==> src/rtl/frame_tx_pkg.sv <==
package frame_tx_pkg;
  localparam int DMAX    = 9;
  localparam int DMIN    = 5;
  localparam int LEN_W   = 3;
  localparam int FRAME_W = DMAX + 4;  // start + data + parity + 2 stop
  localparam int CNT_W   = $clog2(FRAME_W + 1);

  typedef enum logic [1:0] {
    PAR_NONE = 2'd0,
    PAR_EVEN = 2'd1,
    PAR_ODD  = 2'd2,
    PAR_OFF  = 2'd3
  } par_e;

  typedef struct packed {
    logic [FRAME_W-1:0] bits;  // bit 0 goes out first
    logic [CNT_W-1:0]   n;
  } frame_t;
endpackage

==> src/rtl/frame_tx_fmt.sv <==
module frame_tx_fmt
  import frame_tx_pkg::*;
(
  input  logic [DMAX-1:0]  data_i,
  input  logic [LEN_W-1:0] len_i,
  input  par_e             par_i,
  input  logic             stop2_i,
  output frame_t           frame_o
);
  int   nd;
  logic has_par;
  logic par_bit;

  always_comb begin
    nd      = (len_i > LEN_W'(DMAX - DMIN)) ? DMAX : DMIN + int'(len_i);
    has_par = (par_i == PAR_EVEN) || (par_i == PAR_ODD);
    par_bit = (par_i == PAR_ODD);
    frame_o.bits    = '1;
    frame_o.bits[0] = 1'b0;
    for (int i = 0; i < DMAX; i++) begin
      if (i < nd) begin
        frame_o.bits[i+1] = data_i[i];
        par_bit = par_bit ^ data_i[i];
      end
    end
    for (int i = 1; i < FRAME_W; i++) begin
      if (has_par && i == nd + 1) frame_o.bits[i] = par_bit;
    end
    frame_o.n = CNT_W'(nd + 2 + (has_par ? 1 : 0) + (stop2_i ? 1 : 0));
  end
endmodule

==> src/rtl/frame_tx_hold.sv <==
module frame_tx_hold
  import frame_tx_pkg::*;
(
  input  logic   clk_i,
  input  logic   rst_ni,
  input  logic   load_i,
  input  frame_t frame_i,
  input  logic   take_i,
  output logic   full_o,
  output frame_t frame_o
);
  always_ff @(posedge clk_i or negedge rst_ni) begin
    if (!rst_ni) begin
      full_o  <= 1'b0;
      frame_o <= '0;
    end else if (load_i) begin
      full_o  <= 1'b1;
      frame_o <= frame_i;
    end else if (take_i) begin
      full_o  <= 1'b0;
    end
  end
endmodule

==> src/rtl/frame_tx_serial.sv <==
module frame_tx_serial
  import frame_tx_pkg::*;
(
  input  logic   clk_i,
  input  logic   rst_ni,
  input  logic   tick_i,
  input  logic   start_i,
  input  frame_t frame_i,
  output logic   tx_o,
  output logic   active_o,
  output logic   last_o,
  output logic   done_o
);
  logic [FRAME_W-1:0] sh_q;
  logic [CNT_W-1:0]   cnt_q;

  assign last_o = active_o && (cnt_q == CNT_W'(1));
  assign tx_o   = active_o ? sh_q[0] : 1'b1;

  always_ff @(posedge clk_i or negedge rst_ni) begin
    if (!rst_ni) begin
      sh_q     <= '1;
      cnt_q    <= '0;
      active_o <= 1'b0;
      done_o   <= 1'b0;
    end else begin
      done_o <= tick_i && last_o;
      if (start_i) begin
        sh_q     <= frame_i.bits;
        cnt_q    <= frame_i.n;
        active_o <= 1'b1;
      end else if (tick_i && active_o) begin
        if (last_o) begin
          active_o <= 1'b0;
        end else begin
          sh_q  <= {1'b1, sh_q[FRAME_W-1:1]};
          cnt_q <= cnt_q - CNT_W'(1);
        end
      end
    end
  end
endmodule

==> src/rtl/frame_tx.sv <==
module frame_tx
  import frame_tx_pkg::*;
(
  input  logic             clk_i,
  input  logic             rst_ni,
  input  logic             tick_i,
  input  logic [DMAX-1:0]  data_i,
  input  logic             valid_i,
  output logic             ready_o,
  input  logic [LEN_W-1:0] len_i,
  input  logic [1:0]       par_i,
  input  logic             stop2_i,
  output logic             tx_o,
  output logic             busy_o,
  output logic             done_o
);
  frame_t cur_frame, pend_frame, start_frame;
  logic   pend_full, active, last;
  logic   accept, direct, load_pend, start, take;

  frame_tx_fmt u_fmt (
    .data_i  (data_i),
    .len_i   (len_i),
    .par_i   (par_e'(par_i)),
    .stop2_i (stop2_i),
    .frame_o (cur_frame)
  );

  assign ready_o   = !pend_full && (!active || last);
  assign accept    = valid_i && ready_o;
  // accepted on the very strobe that closes the frame: skip the slot
  assign direct    = accept && last && tick_i;
  assign load_pend = accept && !direct;
  assign start     = tick_i && (!active || last) && (pend_full || direct);
  assign take      = start && pend_full;
  assign start_frame = pend_full ? pend_frame : cur_frame;
  assign busy_o    = active || pend_full;

  frame_tx_hold u_hold (
    .clk_i   (clk_i),
    .rst_ni  (rst_ni),
    .load_i  (load_pend),
    .frame_i (cur_frame),
    .take_i  (take),
    .full_o  (pend_full),
    .frame_o (pend_frame)
  );

  frame_tx_serial u_serial (
    .clk_i    (clk_i),
    .rst_ni   (rst_ni),
    .tick_i   (tick_i),
    .start_i  (start),
    .frame_i  (start_frame),
    .tx_o     (tx_o),
    .active_o (active),
    .last_o   (last),
    .done_o   (done_o)
  );
endmodule

==> config.mk <==
export PLATFORM = sky130hd
export DESIGN_NAME = frame_tx
export DESIGN_NICKNAME = d
export VERILOG_FILES = /design/src/rtl/frame_tx_pkg.sv /design/src/rtl/frame_tx_fmt.sv /design/src/rtl/frame_tx_hold.sv /design/src/rtl/frame_tx_serial.sv /design/src/rtl/frame_tx.sv
export SDC_FILE = /design/constraint.sdc
export NUM_CORES = 1
export LEC_CHECK = 0
export ABC_AREA = 1
export BUFFER_PORTS_ARGS = -buffer_cell sky130_fd_sc_hd__buf_2
export CORE_MARGIN = 4
export CORE_UTILIZATION = 30
export CTS_CLUSTER_SIZE = 8
export DETAILED_ROUTE_END_ITERATION = 10
export GPL_TIMING_DRIVEN = 1
export MAX_ROUTING_LAYER = met4
export SYNTH_ARGS = -nofsm -noshare
export SYNTH_HDL_FRONTEND = slang
export SYNTH_SLANG_ARGS = --single-unit
==> constraint.sdc <==
create_clock -name clk_i -period 2.1 [get_ports clk_i]
set_clock_uncertainty 0.1 [all_clocks]
set_input_delay 0.21 -clock clk_i [delete_from_list [all_inputs] [get_ports clk_i]]
set_output_delay 0.21 -clock clk_i [all_outputs]
set_load 0.05 [all_outputs]
==> results of run 1 <==
state kept, by name (all words and copies together), names as in the netlist:
name and cells:
u_hold.frame_o 16, u_serial.sh_q 13, u_serial.cnt_q 4, u_hold.full_o 1, u_serial.active_o 1, u_serial.done_o 1
cells in the final DEF (no fill, tap or decap), types with 13 or more instances in the layout:
| cell type | count |
|---|---|
| sky130_fd_sc_hd__a31oi_1 | 13 |
| sky130_fd_sc_hd__buf_2 | 22 |
| sky130_fd_sc_hd__buf_4 | 30 |
| sky130_fd_sc_hd__dfrtp_1 | 23 |
| sky130_fd_sc_hd__dfstp_2 | 13 |
| sky130_fd_sc_hd__inv_1 | 38 |
| sky130_fd_sc_hd__nand2_1 | 59 |
| sky130_fd_sc_hd__nand2_2 | 16 |
| sky130_fd_sc_hd__nand3_1 | 27 |
| sky130_fd_sc_hd__nor2_1 | 67 |
| sky130_fd_sc_hd__o21ai_0 | 24 |
layer usage:
| metal | global-route usage [%] | wire, um | up-vias |
|---|---|---|---|
| li1 | - | - | 1256 |
| met1 | 18.35 | 3023 | 1087 |
| met2 | 20.52 | 2788 | 54 |
| met3 | 1.737 | 240 | 4 |
| met4 | 4.041 | 67 | 0 |
| met5 | - | 0 | - |
final cells by class:
cell class | count | area (sq um) | share of cell area [%]
multi-input cells | 264 | 1449 | 45.72
clock inverters | 2 | 35.03 | 1.105
repair buffers | 56 | 396.6 | 12.51
clock buffers | 6 | 72.57 | 2.290
inverters | 44 | 167.7 | 5.290
flip-flops and latches | 36 | 917.1 | 28.94
well taps | 105 | 131.4 | 4.145
worst min-delay path by stage:
stage | from | endpoint | slack [ns] | cells past startpoint
2_1_floorplan | rst_ni | u_hold.frame_o[0] | -0.19 | 0
3_3_place_gp | rst_ni | u_serial.active_o | 0.25 | 1
3_5_place_dp | rst_ni | u_serial.cnt_q[2] | 0.26 | 1
4_1_cts | tick_i | u_serial.done_o | 0.12 | 3
5_1_grt | tick_i | u_serial.done_o | 0.13 | 3
6_report | tick_i | u_serial.done_o | 0.12 | 3
cell families (layout without fill, tap and decap cells):
logic type                 Yosys count  count (layout)  synth area share (%)
muxes                                1               1                0.3943
xor gates and xnor gates             5               5                 1.725
adders and majority gates            7               7                 3.746
AOI/OAI and AO/OA                   63              63                 15.33
buffers and inverters               55             108                 8.279
and+or+nand+nor                    188             188                 34.40
DFF                                 36              36                 36.13
through the flow:
stage	setup TNS, ns	instance area (sq um)
6_report	0	3169
5_1_grt	-0.007912	3169
4_1_cts	0	3124
3_5_place_dp	-1.071	2998
3_3_place_gp	-0.4094	2998
2_1_floorplan	0	2539
power by group through the flow:
stage	combinational, mW	clock [mW]	sequential, mW
CTS	1.65	0.627	1.24
detailed placement	1.64	0	1.25
finish	1.69	0.609	1.24
global route	1.90	0.655	1.28
floorplan	1.19	0	1.23
global placement	1.61	0	1.24
worst max-delay path: cells and delay by family (launching register included):
family	cells	cell delay (ns)
compound gates	2	0.26
buf+inv	2	0.24
flops	1	0.39
simple gates	6	0.67
fa+ha+maj	1	0.18
repair_timing:
action	in CTS	in global routing
pin swaps	0	2
hold endpoints to repair	23	0
setup endpoints to repair	12	14
gates resized for setup	2	14
hold buffers	1	0
==> reports/results.ini, run 1 <==
[status]
status = finished clean

[power_and_ir_drop]
vdd_drop_max_v = 0.0004576
power.static_leakage_nw = 1.547
switching_share_pct = 41.05
cell_internal_pwr_mw = 2.087
net_switching_component_of_the_power_mw = 1.453
cellPowerDensity_nw_per_um2 = 1117
combPwrFrac_pct = 47.7
clkPwrFrac_pct = 17.2
power.sequential.fraction_pct = 35.1
power_total_mw = 3.540

[finish]
layout.filler_cells = 860
post_layout_nonfiller_instances = 513
final_layout_size_suffix_gt1_share_pct = 30.15
final_util_pct = 38.57
syn2layout_area_growth_pct = 24.84
nets = 433
diodes = 0

[drt]
vias = 2401
initialDrtViolationCount = 109
wire_per_inst_um = 11.93
drc_errors = 0
detail-route-antenna-nets = 0
route.detailed.vias_per_inst = 4.680
route.final.wire_length_um = 6120
drt-pass1-iter-count = 4

[timing]
hold-worst-slack_ns = 0.1211
maxSlewViolCount = 0
timing.final.setup_violations = 0
worst_slack_ns = 0.1774
final-hold-violation-count = 0
achievable-frequency_mhz = 520.1
worst_pin_slew_ns = 0.8194
min_period_ns = 1.923
timing.slew.headroom_pct = 45.37
final.period_utilization_pct = 91.55

[synth]
netlist-cell-type-count = 36
synth.avg_cell_area_sq_um = 7.151
synthesis.instances = 355
top_ff_cell_synth = sky130_fd_sc_hd__dfrtp_1
synth.yosys.warnings = 0
yosys_register_bits = 36
yosys.cell_count.top_type = sky130_fd_sc_hd__nor2_1
syn_nets = 381
yosysTopAreaCell = sky130_fd_sc_hd__dfrtp_1
synthArstFlopShare_pct = 100.0
synthTopCellsByCount = sky130_fd_sc_hd__nor2_1 (68), sky130_fd_sc_hd__nand2_1 (63), sky130_fd_sc_hd__inv_1 (40)
ys_seq_area_share_pct = 36.13
synth-edff-count = 0
synth.top_cell.area_share_pct = 22.67
synth.top_cells.by_area = sky130_fd_sc_hd__dfrtp_1 (23%), sky130_fd_sc_hd__dfstp_2 (13%), sky130_fd_sc_hd__nor2_1 (10%), sky130_fd_sc_hd__nand2_1 (9.3%), sky130_fd_sc_hd__inv_1 (5.9%)
netlist_area_sq_um = 2539

[clock_network]
worst_skew_pair.late_latency_ns = 0.29
cts_max_level = 2
clkTransAtPathRegs_ns = 0.07
clock_buffers_created_by_tritoncts = 5
cts_root_buffer = sky130_fd_sc_hd__clkbuf_8
cts_tree = built
tritoncts_num_sinks = 36
post_cts_buffers = 0
cts_max_path_buffers = 2

[critical_path]
r2r-end = u_serial.sh_q[2]
reg2regPathDepth = 11
worstSetupEndpoint = u_serial.sh_q[2]
timing.critical_path.slowest_stage_cell = sky130_fd_sc_hd__dfrtp_1
critical-path-top-cell-by-count = sky130_fd_sc_hd__nand2_1
cp_slowest_stage_delay_ns = 0.39
rr_startpoint = u_serial.cnt_q[1]
cp_cell_sequence = inv_2 -> ha_2 -> a31oi_1 -> nor3b_2 -> nand2_1 -> nand2_2 -> nand2_4 -> buf_12 -> nor2_1 -> nand2_1 -> a21oi_2
critPathLaunch = u_serial.cnt_q[1]
required_ns = 2.23
worst-path-max-fanout = 21
start_kind = register
critPathKind = reg -> reg
regToRegSetupSlack_ns = 0.18
critPathArrivalTime_ns = 2.05
critical_path_endpoint_category = register

[global_route]
number_of_global_route_vias_before_repair = 2266
globalRouteOverflowTotal = 0
maximum_number_of_pins_on_one_net_before_global_route_repair = 37
antenna_violations_before_repair = 0
grt_pass1_wl_um = 10610
grt_use_total_pct = 13.33

[placement]
detailedPlace.worstSlack_ns = -0.1184
io_buffer_count = 22
hpwl_um = 4759
place.detailed.instances = 504
gp_congestion = 0.8422

[floorplanning]
core_region_area_sq_um = 8217
die_area_sq_um = 9998
floorplan.io_pins = 23
rows = 33
dieHeight_um = 99.99
initial_utilization_pct = 30.90
die-width_um = 99.99

[min_path]
worstHoldPathType = in -> reg

[flow_run]
max-cap-violations = 0

Note: power is estimated with default switching activity, not from simulation.
==> run 2, diff against run 1 <==
Settings changed: GPL_ROUTABILITY_DRIVEN set to 0, SLEW_MARGIN set to 15.
Clock period 2.1 ns to 1.69 ns, I/O delays scaled along.
==> run 2 against run 1 <==
  * The flow now finishes with violations (setup timing)
  * Combinational power rose by 93%
  * Critical path depth fell by 1
  * Sequential power rose by 29%
  * Cell area rose by 27%
  * Cell count rose by 6.8%
  * Count of clock-buffer cells in the layout did not move
==> reports/results.ini, run 2 (same netlist as run 1, synthesis figures left out) <==
[finish]
final_layout_size_suffix_gt1_share_pct = 50.79  ; +21 points
final_cell_mix = sky130_fd_sc_hd__buf_4 (55), sky130_fd_sc_hd__nor2_1 (44), sky130_fd_sc_hd__nand2_1 (44)
syn2layout_area_growth_pct = 58.65
nets = 468  ; +8.1%
diodes = 0  ; unchanged
registers.top_by_ff_count = u_hold.frame_o
largest_register_ffs = 16  ; unchanged
biggestRegsByFlops = u_hold.frame_o: 16 flops, u_serial.sh_q: 13 flops, u_serial.cnt_q: 4 flops
post_layout_nonfiller_instances = 548  ; +6.8%
final_util_pct = 49.02  ; +10 points
layout.filler_cells = 753  ; -12%
most_common_cell_after_layout_fill_and_taps_aside = sky130_fd_sc_hd__buf_4

[floorplanning]
die_area_sq_um = 9998  ; unchanged
initial_utilization_pct = 30.90  ; unchanged
core_region_area_sq_um = 8217  ; unchanged
die-width_um = 99.99  ; unchanged
rows = 33  ; unchanged
floorplan.io_pins = 23  ; unchanged
dieHeight_um = 99.99  ; unchanged

[power_and_ir_drop]
vdd_drop_max_v = 0.0005568  ; +22%
cellPowerDensity_nw_per_um2 = 1399  ; +25%
combPwrFrac_pct = 58.1  ; +10 points
switching_share_pct = 42.13  ; +1.1 points
power.static_leakage_nw = 1.833  ; +19%
clkPwrFrac_pct = 13.6  ; -3.6 points
cell_internal_pwr_mw = 3.260  ; +56%
power.sequential.fraction_pct = 28.4  ; -6.7 points
net_switching_component_of_the_power_mw = 2.373  ; +63%

[global_route]
grt_use_total_pct = 15.27  ; +1.9 points
globalRouteOverflowTotal = 0  ; unchanged
grt_pass1_wl_um = 12210  ; +15%
maximum_number_of_pins_on_one_net_before_global_route_repair = 37  ; unchanged
number_of_global_route_vias_before_repair = 2620  ; +16%
antenna_violations_before_repair = 0  ; unchanged

[flow_run]
max-cap-violations = 0  ; unchanged

[timing]
timing.slew.headroom_pct = 63.46  ; +18 points
final-hold-violation-count = 0  ; unchanged
totalNegativeSetupSlack_ns = -3.649  ; -3.649 ns
rsz0062_at_grt = yes
worst_pin_slew_ns = 0.5448  ; -0.2746 ns
timing.final.setup_violations = 33  ; +33
maxSlewViolCount = 0  ; unchanged
final.period_utilization_pct = 111.6  ; +20 points
achievable-frequency_mhz = 530.2  ; +1.9%
worst_slack_ns = -0.1962  ; -0.3736 ns
hold-worst-slack_ns = 0.1520  ; +0.03081 ns
min_period_ns = 1.886  ; -0.03640 ns

[status]
failing_checks = setup timing
status = complete, but fails checks

[critical_path]
cp_slowest_stage_delay_ns = 0.40  ; about the same
timing.critical_path.slowest_stage_cell = sky130_fd_sc_hd__dfrtp_1
r2r-end = u_serial.cnt_q[1]
rr_startpoint = u_serial.cnt_q[1]
critical_path_endpoint_category = register
regToRegSetupSlack_ns = -0.20  ; -0.37 ns
crit_family = simple AND/OR/NAND/NOR gates
start_kind = register
cp.buffers_inverters = 2  ; unchanged
reg2regPathDepth = 10  ; -1
critPathArrivalTime_ns = 1.96  ; -0.09 ns
critPathKind = reg -> reg
required_ns = 1.77  ; -0.46 ns
worst-path-max-fanout = 7  ; -67%
cp_cell_sequence = inv_2 -> ha_4 -> a31oi_4 -> nor3b_2 -> nand2_1 -> nand2_2 -> nand2_4 -> buf_4 -> a211oi_4 -> a211oi_1

[drt]
route.final.wire_length_um = 7496  ; +22%
initialDrtViolationCount = 136  ; +25%
wire_per_inst_um = 13.68  ; +15%
vias = 2654  ; +11%
drc_errors = 0  ; unchanged
drt-pass1-iter-count = 4  ; unchanged
detail-route-antenna-nets = 0  ; unchanged
route.detailed.vias_per_inst = 4.843  ; +3.5%

[placement]
io_buffer_count = 22  ; unchanged
place.detailed.instances = 528  ; +4.8%
hpwl_um = 5068  ; +6.5%

[clock_network]
tritoncts_num_sinks = 36  ; unchanged
cts_root_buffer = sky130_fd_sc_hd__clkbuf_8
cts_max_level = 2  ; unchanged
cts_max_path_buffers = 2  ; unchanged
worst_skew_pair.late_latency_ns = 0.29  ; about the same
clkTransAtPathRegs_ns = 0.07  ; about the same
clock_buffers_created_by_tritoncts = 5  ; unchanged
cts_tree = built

[min_path]
worstHoldPathType = in -> reg
hold_path_depth = 4  ; +1
hold_path_startpoint = tick_i
timing.hold.worst_endpoint = u_serial.done_o

[run 2: cell types whose count changed in the layout (fill, tap and decap cells not counted), moves of 7 or more]
cell,delta
sky130_fd_sc_hd__nand2_4,+7
sky130_fd_sc_hd__nor2_4,+12
sky130_fd_sc_hd__a31oi_4,+7
sky130_fd_sc_hd__a31oi_1,-8
sky130_fd_sc_hd__nor2_2,+11
sky130_fd_sc_hd__nand2_2,+8
sky130_fd_sc_hd__o21ai_1,+9
sky130_fd_sc_hd__nor2_1,-23
sky130_fd_sc_hd__o21ai_0,-10
sky130_fd_sc_hd__nand2_1,-15
sky130_fd_sc_hd__buf_4,+25
[run 2: how the worst max path moves through the flow]
stage | depth (start not counted) | endpoint | start
final | 10 | u_serial.cnt_q[1] | u_serial.cnt_q[1]
after global routing | 11 | u_serial.sh_q[6] | u_serial.cnt_q[1]
after CTS | 11 | u_serial.sh_q[5] | u_serial.cnt_q[1]
after detailed placement | 18 | u_serial.sh_q[1] | len_i[1]
after global placement | 18 | u_serial.sh_q[1] | len_i[1]
after floorplan | 17 | u_serial.sh_q[9] | len_i[1]
[run 2: routing by layer]
layer | part of all wire, % | GRT usage [%]
met4 | 1.7 | 4.663
met2 | 51 | 25.65
met5 | 0 | -
met1 | 44 | 19.32
met3 | 2.8 | 1.807
[run 2: per-stage QoR]
step | instance area (sq um) | total power [mW] | setup WS, ns
after global placement | 3358 | 3.961 | -0.4345
after detailed placement | 3358 | 4.002 | -0.4695
after CTS | 3754 | 5.193 | -0.1316
after floorplan | 2715 | 3.183 | -0.04855
final | 4028 | 5.633 | -0.1962
after global routing | 4028 | 6.014 | -0.3012
[run 2: what timing repair did]
action / CTS / global route
setup endpoints to repair: 33 / 36
gates cloned: 4 / 1
endpoints found under the hold margin: 23 / 0
pin swaps: 7 / 29
setup buffers: 6 / 4
hold buffers: 1 / 0
resized for setup: 40 / 66
[run 2: worst register-to-register path, stage by stage, from the launching register on]
cell,delay (ns)
sky130_fd_sc_hd__dfrtp_1,0.40
sky130_fd_sc_hd__inv_2,0.08
sky130_fd_sc_hd__ha_4,0.14
sky130_fd_sc_hd__a31oi_4,0.09
sky130_fd_sc_hd__nor3b_2,0.23
sky130_fd_sc_hd__nand2_1,0.09
sky130_fd_sc_hd__nand2_2,0.09
sky130_fd_sc_hd__nand2_4,0.13
sky130_fd_sc_hd__buf_4,0.18
sky130_fd_sc_hd__a211oi_4,0.18
sky130_fd_sc_hd__a211oi_1,0.06
[run 2: area by class of cell]
type | instances | area, sq um | share of cell area [%]
clock buffer | 6 | 72.57 | 1.802
tap | 105 | 131.4 | 3.262
timing repair buffer | 90 | 789.5 | 19.60
inverter | 44 | 190.2 | 4.722
multi-input combinational | 265 | 1892 | 46.97
sequential | 36 | 917.1 | 22.77
clock inverter | 2 | 35.03 | 0.8698
[run 2: power by group through the flow]
stage	Clock [mW]	Combinational, mW	Sequential [mW]
finish	0.763	3.27	1.60
global route	0.811	3.56	1.64
CTS	0.773	2.86	1.56
detailed placement	0	2.44	1.56
global placement	0	2.41	1.56
floorplan	0	1.64	1.54
==> run 3, diff against run 2 <==
Settings changed: ABC_AREA 1 to unset.
==> run 3 against run 2 <==
  * The run still ends with setup timing left
  * Cell area shrank 1.9%
  * Critical path depth increased by 3
  * Via count fell by 7.6%
  * Flip-flop and latch count is the same
  * Combinational power down 11%
  * Core utilization rose by 2.1 points
  * Cell count is 14% lower
  * Total power fell by 4.4%
  * Non-clock buffer count is 20 higher
  * Global-route usage increased by 0.37 points
  * Synthesized area is 5.8% lower
  * Largest cell class unchanged
==> reports/results.ini, run 3 <==
[status]
status = complete, but fails checks
failing_checks = setup timing

[finish]
diodes = 0  ; unchanged
layout_cell_area_excl_fill_sq_um = 3951  ; -1.9%
registers.top_by_ff_count = u_hold.frame_o
final_layout_size_suffix_gt1_share_pct = 56.10  ; +5.3 points
post_layout_nonfiller_instances = 471  ; -14%
biggestRegsByFlops = u_hold.frame_o: 16 flops, u_serial.sh_q: 13 flops, u_serial.cnt_q: 4 flops
final_util_pct = 51.13  ; +2.1 points
most_common_cell_after_layout_fill_and_taps_aside = sky130_fd_sc_hd__buf_4
nets = 394  ; -16%
syn2layout_area_growth_pct = 65.17
layout.filler_cells = 692  ; -8.1%
final_cell_mix = sky130_fd_sc_hd__buf_4 (74), sky130_fd_sc_hd__nand2_1 (28), sky130_fd_sc_hd__dfrtp_1 (22)
largest_register_ffs = 16  ; unchanged

[floorplanning]
initial_utilization_pct = 30.96  ; +0.062 points
dieHeight_um = 97.30  ; -2.7%
floorplan.io_pins = 23  ; unchanged
die-width_um = 97.30  ; -2.7%
rows = 32  ; -3.0%
core_region_area_sq_um = 7727  ; -6.0%
die_area_sq_um = 9467  ; -5.3%

[synth]
synth.yosys.warnings = 0  ; unchanged
yosys_register_bits = 36  ; unchanged
synth-edff-count = 0  ; unchanged
yosys.cell_count.top_type = sky130_fd_sc_hd__nand2_1
synthArstFlopShare_pct = 100.0  ; unchanged
yosysTopAreaCell = sky130_fd_sc_hd__dfrtp_1
synthesis.instances = 265  ; -25%
synth.avg_cell_area_sq_um = 9.028  ; +26%
netlist_area_sq_um = 2392  ; -5.8%
synthTopCellsByCount = sky130_fd_sc_hd__nand2_1 (31), sky130_fd_sc_hd__dfrtp_1 (23), sky130_fd_sc_hd__nor2_1 (22)
synth.top_cells.by_area = sky130_fd_sc_hd__dfrtp_1 (24%), sky130_fd_sc_hd__dfstp_2 (14%), sky130_fd_sc_hd__nand2_1 (4.9%), sky130_fd_sc_hd__nor2_1 (3.5%), sky130_fd_sc_hd__o21ai_0 (3.3%)
netlist-cell-type-count = 58  ; +61%
syn_nets = 291  ; -24%
synth.top_cell.area_share_pct = 24.06  ; +1.4 points
top_ff_cell_synth = sky130_fd_sc_hd__dfrtp_1
ys_seq_area_share_pct = 38.34  ; +2.2 points

[clock_network]
cts_root_buffer = sky130_fd_sc_hd__clkbuf_8
clock_buffers_created_by_tritoncts = 5  ; unchanged
worst_skew_pair.late_latency_ns = 0.29  ; about the same
cts_tree = built
clkTransAtPathRegs_ns = 0.07  ; about the same
cts_max_path_buffers = 2  ; unchanged
cts_max_level = 2  ; unchanged
tritoncts_num_sinks = 36  ; unchanged

[placement]
place.detailed.instances = 432  ; -18%
io_buffer_count = 22  ; unchanged
hpwl_um = 5002  ; -1.3%
dpl_cell_area_sq_um = 3141  ; -6.5%
detailedPlace.worstSlack_ns = -0.8757  ; -0.4063 ns

[critical_path]
r2r-end = u_serial.sh_q[9]
crit_family = simple AND/OR/NAND/NOR gates
cp_cell_sequence = buf_8 -> inv_4 -> ha_4 -> nand4bb_4 -> and3_4 -> or2_1 -> a221oi_2 -> xnor2_2 -> xnor2_4 -> buf_12 -> buf_6 -> nor3_4 -> o31ai_1
cp_slowest_stage_delay_ns = 0.31  ; -0.09 ns
reg2regPathDepth = 7  ; -3
regToRegSetupSlack_ns = -0.15  ; +0.05 ns
worst-path-stages = 13  ; +3
worst-path-max-fanout = 7  ; unchanged
critPathKind = in -> reg
worstSetupEndpoint = u_hold.frame_o[10]
critPathLaunch = len_i[1]
cp.buffers_inverters = 4  ; +2
start_kind = input port
critPathArrivalTime_ns = 2.27  ; +0.31 ns
critical_path_endpoint_category = register
rr_startpoint = u_serial.cnt_q[1]
timing.critical_path.slowest_stage_cell = sky130_fd_sc_hd__a221oi_2
required_ns = 1.76  ; about the same

[power_and_ir_drop]
power.static_leakage_nw = 1.658  ; -9.6%
cellPowerDensity_nw_per_um2 = 1363  ; -2.5%
vdd_drop_max_v = 0.0005740  ; +3.1%
power_total_mw = 5.385  ; -4.4%

[global_route]
grt_use_total_pct = 15.64  ; +0.37 points
antenna_violations_before_repair = 0  ; unchanged
maximum_number_of_pins_on_one_net_before_global_route_repair = 37  ; unchanged
number_of_global_route_vias_before_repair = 2480  ; -5.3%
grt_pass1_wl_um = 11870  ; -2.8%
globalRouteOverflowTotal = 0  ; unchanged

[drt]
route.final.wire_length_um = 7395  ; -1.3%
drt-pass1-iter-count = 4  ; unchanged
drc_errors = 0  ; unchanged
route.detailed.vias_per_inst = 5.206  ; +7.5%
vias = 2452  ; -7.6%
wire_per_inst_um = 15.70  ; +15%
initialDrtViolationCount = 163  ; +20%
detail-route-antenna-nets = 0  ; unchanged

[min_path]
hold_path_startpoint = tick_i
worstHoldPathType = in -> reg

[timing]
timing.slew.headroom_pct = 70.15  ; +6.7 points
final-hold-violation-count = 0  ; unchanged
maxSlewViolCount = 0  ; unchanged
worst_pin_slew_ns = 0.4477  ; -0.09708 ns
rsz0062_at_grt = yes
totalNegativeSetupSlack_ns = -10.00  ; -6.353 ns
timing.final.setup_violations = 25  ; -24%
worst_slack_ns = -0.5117  ; -0.3155 ns
final.period_utilization_pct = 130.3  ; +19 points
min_period_ns = 2.202  ; +0.3155 ns
hold-worst-slack_ns = 0.1554  ; +0.003459 ns
achievable-frequency_mhz = 454.2  ; -14%

[flow_run]
max-cap-violations = 0  ; unchanged

==> run 3: changes by cell type after synthesis, moves of 5 or more <==
cell                       delta
sky130_fd_sc_hd__nand2_2     -12
sky130_fd_sc_hd__nand3_2      -5
sky130_fd_sc_hd__o21ai_0      -8
sky130_fd_sc_hd__a222oi_1     +5
sky130_fd_sc_hd__nand2_1     -32
sky130_fd_sc_hd__nor2_1      -46
sky130_fd_sc_hd__nand3_1     -22
sky130_fd_sc_hd__o31ai_1      +9
sky130_fd_sc_hd__a21oi_1      +6
sky130_fd_sc_hd__a21oi_2      -9
sky130_fd_sc_hd__inv_1       -28
sky130_fd_sc_hd__a31oi_1      -7
==> run 3: repair_timing <==
action | CTS | global route
hold buffers | 1 | 0
resized for setup | 48 | 38
gates cloned | 2 | 1
setup endpoints to repair | 33 | 31
hold endpoints to repair | 23 | 0
pin swaps | 28 | 24
buffers inserted | 14 | 16
==> run 3: logic make-up after synthesis <==
kind of cell | count (synthesis) | synth area share [%]
AND/OR/NAND/NOR | 98 | 21.18
AO/OA/AOI/OAI | 82 | 24.53
adder cells (fa/ha/maj) | 7 | 3.975
multiplexers | 2 | 0.8891
XOR/XNOR | 11 | 5.753
flip-flops | 36 | 38.34
buffers and inverters | 29 | 5.334
==> run 3: area by class of cell <==
class                           count  area (sq um)  share of cell area (%)
Clock inverter                      1         30.03                  0.7600
Tap cell                          102         127.6                   3.230
Timing Repair Buffer              110         889.6                   22.51
Clock buffer                        7         96.34                   2.438
Inverter                           12         70.07                   1.773
Sequential cell                    36         918.4                   23.24
Multi-Input combinational cell    203          1819                   46.04
==> run 3: how the worst min path moves through the flow <==
stage          slack (ns)  cells past startpoint                end
4_1_cts              0.14                      3  u_serial.active_o
2_1_floorplan       -0.23                      0  u_hold.frame_o[0]
3_3_place_gp         0.13                      2    u_serial.done_o
6_report             0.16                      3  u_serial.active_o
5_1_grt              0.17                      3  u_serial.active_o
3_5_place_dp         0.13                      2    u_serial.done_o
==> run 3: where the power goes <==
group          internal, mW  switching [mW]  leakage [nW]
logic                  1.42            1.49          1.19
clock network         0.521           0.314        0.0645
registers              1.35           0.295         0.406
total                  3.29            2.10          1.66
==> run 3: metal layers <==
layer  share of wire [%]  GRT usage [%]
met4                 2.6          5.431
met1                  41          19.62
met2                  50          26.11
met5                   0              -
met3                 5.6          1.938
==> run 3: tightest hold or removal path, cell delays in order <==
cell	delay, ns
sky130_fd_sc_hd__buf_2	0.16
sky130_fd_sc_hd__nand2_1	0.07
sky130_fd_sc_hd__a21o_1	0.10
